File: config.mk
export PLATFORM = sky130hd
export DESIGN_NAME = hwlock_bank
export DESIGN_NICKNAME = d
export VERILOG_FILES = /design/src/rtl/hwlock_pkg.sv /design/src/rtl/hwlock_decode.sv /design/src/rtl/hwlock_flags.sv /design/src/rtl/hwlock_bank.sv
export SDC_FILE = /design/constraint.sdc
export NUM_CORES = 1
export LEC_CHECK = 0
export BUFFER_PORTS_ARGS = -buffer_cell sky130_fd_sc_hd__buf_2
export CORE_ASPECT_RATIO = 1.5
export CORE_MARGIN = 4
export CORE_UTILIZATION = 45
export CTS_BUF_LIST = sky130_fd_sc_hd__clkbuf_4
export DETAILED_ROUTE_END_ITERATION = 12
export PLACE_DENSITY_LB_ADDON = 0.15
export SYNTH_ARGS = -nofsm -noshare
export SYNTH_HDL_FRONTEND = slang
export SYNTH_SLANG_ARGS = --single-unit
File: constraint.sdc
create_clock -name clk -period 1.2 [get_ports clk]
set_clock_uncertainty 0.05 [all_clocks]
set_input_delay 0.06 -clock clk [delete_from_list [all_inputs] [get_ports clk]]
set_output_delay 0.06 -clock clk [all_outputs]
set_load 0.05 [all_outputs]
File: src/rtl/hwlock_pkg.sv
package hwlock_pkg;

  localparam int unsigned LOCK_BASE_WORD = 64;
  localparam int unsigned DATA_W         = 32;

  typedef enum logic [1:0] {
    ACC_NONE   = 2'd0,
    ACC_STATUS = 2'd1,
    ACC_LOCK   = 2'd2
  } acc_kind_e;

  function automatic logic [3:0] count_code(input int unsigned n);
    return 4'($clog2(n) - 4);
  endfunction

endpackage

File: src/rtl/hwlock_decode.sv
module hwlock_decode
  import hwlock_pkg::*;
#(
  parameter int unsigned NUM_LOCKS = 32,
  parameter int unsigned ADDR_W    = 12,
  parameter int unsigned IDX_W     = $clog2(NUM_LOCKS)
) (
  input  logic                  sel,
  input  logic                  wr_en,
  input  logic [ADDR_W-1:0]     addr,
  input  logic [DATA_W-1:0]     wdata,
  output acc_kind_e             kind,
  output logic [IDX_W-1:0]      idx,
  output logic [NUM_LOCKS-1:0]  claim_oh,
  output logic [NUM_LOCKS-1:0]  release_oh
);

  localparam int unsigned WORD_W = ADDR_W - 2;
  localparam logic [WORD_W-1:0] BASE_W  = WORD_W'(LOCK_BASE_WORD);
  localparam logic [WORD_W-1:0] COUNT_W = WORD_W'(NUM_LOCKS);

  logic [WORD_W-1:0] word;
  logic [WORD_W-1:0] offs;
  logic              lock_hit;
  logic              rd_lock;
  logic              wr_zero;
  logic              unused_byte_lane;

  assign word             = addr[ADDR_W-1:2];
  assign unused_byte_lane = ^addr[1:0];
  assign offs             = word - BASE_W;
  assign lock_hit         = (word >= BASE_W) && (offs < COUNT_W);
  assign idx              = offs[IDX_W-1:0];
  assign rd_lock          = sel && !wr_en && lock_hit;
  assign wr_zero          = sel && wr_en && lock_hit && (wdata == '0);

  always_comb begin
    if (word == '0)    kind = ACC_STATUS;
    else if (lock_hit) kind = ACC_LOCK;
    else               kind = ACC_NONE;
  end

  for (genvar i = 0; i < NUM_LOCKS; i++) begin : g_sel
    assign claim_oh[i]   = rd_lock && (idx == IDX_W'(i));
    assign release_oh[i] = wr_zero && (idx == IDX_W'(i));
  end

endmodule

File: src/rtl/hwlock_flags.sv
module hwlock_flags #(
  parameter int unsigned NUM_LOCKS = 32
) (
  input  logic                 clk,
  input  logic                 rst_n,
  input  logic [NUM_LOCKS-1:0] claim_oh,
  input  logic [NUM_LOCKS-1:0] release_oh,
  output logic [NUM_LOCKS-1:0] flags_q
);

  logic [NUM_LOCKS-1:0] flags_d;
  logic                 flags_en;

  always_comb begin
    flags_en = |(claim_oh | release_oh);
    flags_d  = (flags_q | claim_oh) & ~release_oh;
  end

  always_ff @(posedge clk or negedge rst_n) begin
    if (!rst_n)        flags_q <= '0;
    else if (flags_en) flags_q <= flags_d;
  end

endmodule

File: src/rtl/hwlock_bank.sv
module hwlock_bank
  import hwlock_pkg::*;
#(
  parameter int unsigned NUM_LOCKS = 32,
  parameter int unsigned ADDR_W    = 12
) (
  input  logic              clk,
  input  logic              rst_n,
  input  logic              sel,
  input  logic              wr_en,
  input  logic [ADDR_W-1:0] addr,
  input  logic [31:0]       wdata,
  output logic [31:0]       rdata
);

  localparam int unsigned IDX_W       = $clog2(NUM_LOCKS);
  localparam logic [31:0] STATUS_WORD = {count_code(NUM_LOCKS), 28'h0};

  acc_kind_e            kind;
  logic [IDX_W-1:0]     idx;
  logic [NUM_LOCKS-1:0] claim_oh;
  logic [NUM_LOCKS-1:0] release_oh;
  logic [NUM_LOCKS-1:0] flags_q;

  hwlock_decode #(
    .NUM_LOCKS (NUM_LOCKS),
    .ADDR_W    (ADDR_W),
    .IDX_W     (IDX_W)
  ) u_decode (
    .sel        (sel),
    .wr_en      (wr_en),
    .addr       (addr),
    .wdata      (wdata),
    .kind       (kind),
    .idx        (idx),
    .claim_oh   (claim_oh),
    .release_oh (release_oh)
  );

  hwlock_flags #(
    .NUM_LOCKS (NUM_LOCKS)
  ) u_flags (
    .clk        (clk),
    .rst_n      (rst_n),
    .claim_oh   (claim_oh),
    .release_oh (release_oh),
    .flags_q    (flags_q)
  );

  always_comb begin
    rdata = '0;
    if (sel && !wr_en) begin
      unique case (kind)
        ACC_STATUS: rdata = STATUS_WORD;
        ACC_LOCK:   rdata = {31'h0, flags_q[idx]};
        default:    rdata = '0;
      endcase
    end
  end

endmodule

==> out/results.tsv <==
stage	metric	value	unit
run_status	status	complete, but fails checks	
run_status	failed_checks	setup timing	
drt	ant_nets	0	
placement	place_area	2610	um2
synth	synth_seq_cells	32	
critical_path	end_kind	output port	
sta	final_max_slew_viol_count	0	
synth	netlist_top_cells_area	dfrtp_1 (41%), a21oi_1 (17%), buf_4 (12%), mux4_2 (6.9%), nor2_1 (2.9%)	
critical_path	critPathKind	flip-flop to output port	
cells_and_area	reg_top3	u_flags.flags_q x32	
critical_path	r2r_slack	320	ps
sta	setup_slack	-732	ps
floorplanning	rows	29	
sta	min_period	1930	ps
synth	synth.distinct_cells	31	
critical_path	worstSetupStartpointType	flip-flop	
critical_path	critPathRequiredTime	1090	ps
sta	fmax	518	MHz
synth	synth_edf_count	0	
sta	rsz0062_at_grt	true	
sta	setup_viol	13	
synth	yosysWarnings	0	
critical_path	worstReg2RegEnd	u_flags.flags_q[20]	
sta	hold_violations	0	
grt	grt_pass1_wl	8.54	mm
clock_network	cts_made_buffers	5	
cells_and_area	drive_gt1_share	55.1	%
clock_network	h-tree-depth	2	
synth	yosysSeqAreaShare	41.1	%
synth	synthFlopType	dfrtp_1	
grt	grt_use_total	21.4	%
drt	drc_errors	0	
drt	num_vias	1893	
synth	synth_common_cells	a21oi_1 (65), buf_4 (32), dfrtp_1 (32)	
floorplanning	core	4210	um2
synth	netlist_area	1950	um2
critical_path	rr_worst_depth	3	
clock_network	cts_buffer_depth	2	
synth	synth_top_area_share	41.1	%
pwr	p_total	2.25	mW
cells_and_area	finalInstanceArea	2930	um2
drt	vias_per_cell	5.39	
pwr	ir_drop	934	uV
clock_network	cts_tree	yes	
sta	timing.final.crit_share	161	%
clock_network	root_buffer	clkbuf_4	
placement	io_buffers	47	
floorplanning	die_area	5470	um2
grt	grt_pass1_vias	1860	
worst_hold_path	min_path_type	primary input to asynchronous set/reset pin	
sta	whs	147	ps
drt	drt-pass1-iter-count	4	
floorplanning	die_w	61.8	um
pwr	cellLeakagePower	1.36	nW
placement	dp_hpwl	3.96	mm
floorplanning	start_util	46.3	%
grt	overflow	0	
synth	avgSynthCellArea	9.24	um2
clock_network	clock_latency	330	ps
cells_and_area	largest_reg_flops	32	
drt	wl_per_cell	16.0	um
pwr	p_per_area	767	nW/um2
cells_and_area	regMostFlops	u_flags.flags_q	
critical_path	critPathMaxFanout	2	
critical_path	arrival	1820	ps
drt	wl	5.61	mm
clock_network	cts.clk_slew.worst_paths	100	ps
synth	yosys.area.top_type	dfrtp_1	
job	maxCapViolCount	0	
clock_network	clock-sinks	32	
synth	async_flop_share	100	%
cells_and_area	synthToLayoutAreaGrowth	50.4	%
floorplanning	die_h	88.6	um
grt	grt_max_degree	33	
drt	first_iter_violations	35	
grt	antenna_found_initial	0	
cells_and_area	fin_nets	353	
cells_and_area	diodes	0	
critical_path	r2r_start	u_flags.flags_q[20]	
floorplanning	num_io_pins	80	
placement	gp_congestion	0.806	
synth	synth.most_common_cell	a21oi_1	
synth	synthCells	211	
how the worst max path moves through the flow:
stage,start,end,slack (ps),depth (start not counted)
2_1_floorplan,u_flags.flags_q[6],rdata[0],-280,5
3_3_place_gp,addr[3],rdata[0],-510,7
3_5_place_dp,addr[3],rdata[0],-520,7
4_1_cts,u_flags.flags_q[6],rdata[0],-770,6
5_1_grt,u_flags.flags_q[6],rdata[0],-830,6
6_report,u_flags.flags_q[6],rdata[0],-730,6
cell usage in the layout (no fill, tap or decap), types with 2 or more instances in the layout:
cell / instances
a21oi_1: 34
a21oi_2: 31
buf_12: 5
buf_2: 36
buf_4: 44
buf_6: 11
clkbuf_4: 5
clkinv_1: 2
conb_1: 30
dfrtp_1: 32
mux2_2: 2
mux2i_1: 2
mux4_2: 6
nand2_1: 4
nand2b_1: 4
nand3_2: 3
nor2_1: 15
nor3_1: 2
nor3_2: 4
nor3_4: 2
nor4_1: 2
nor4_4: 5
o21ai_0: 2
o21ai_2: 2
kinds of logic (layout without fill, tap and decap cells):
family	after synthesis	in the layout	synth area share, %
AND/OR/NAND/NOR	52	52	15.3
AO/OA/AOI/OAI	74	74	19.5
flip-flops	32	32	41.1
other	1	30	0.192
buffers and inverters	42	107	14.9
multiplexers	10	10	9.11
layout make-up:
cell class	instances	area [um2]
fillers	329	1280
multi-input cells	166	1240
flip-flops and latches	32	801
repair buffers	99	785
well taps	46	57.6
clock buffers	5	37.5
clock inverters	2	7.51
inverters	1	3.75
stage by stage:
stage               instances  util (%)  setup slack, ps  TNS (ps)
floorplan                 240         -             -282     -5300
global placement          336      62.0             -508    -12780
detailed placement        336      62.0             -522    -14200
CTS                       352      68.8             -774     -2200
global route              351      69.7             -831     -3000
finish                    351      69.7             -732      -950
power breakdown:
part	switching [mW]	internal [mW]	total (mW)	leakage, nW
Sequential	0.00913	1.09	1.10	0.446
Clock	0.346	0.204	0.550	0.0261
Combinational	0.394	0.204	0.598	0.886
layer usage:
layer | up-vias | track usage [%] | routed length [um]
met1 | 920 | 24.3 | 2150
met2 | 75 | 39.5 | 2970
li1 | 891 | - | -
met4 | 0 | 6.56 | 69
met3 | 7 | 3.36 | 416
met5 | - | 0 | 0
worst max-delay path: stages, from the launching register on:
cell     delay, ps
dfrtp_1        390
mux4_2         480
o22ai_2        160
o21ai_2         80
o21ai_2        150
o21ai_4         70
buf_6          150
timing repair:
item,CTS,global route
pin swaps,13,13
hold endpoints to repair,32,0
buffers inserted,6,1
gates cloned,2,0
hold buffers,1,0
endpoints found under the setup margin,33,33
gates resized for setup,35,14
Note: power is estimated with default switching activity, not from simulation.
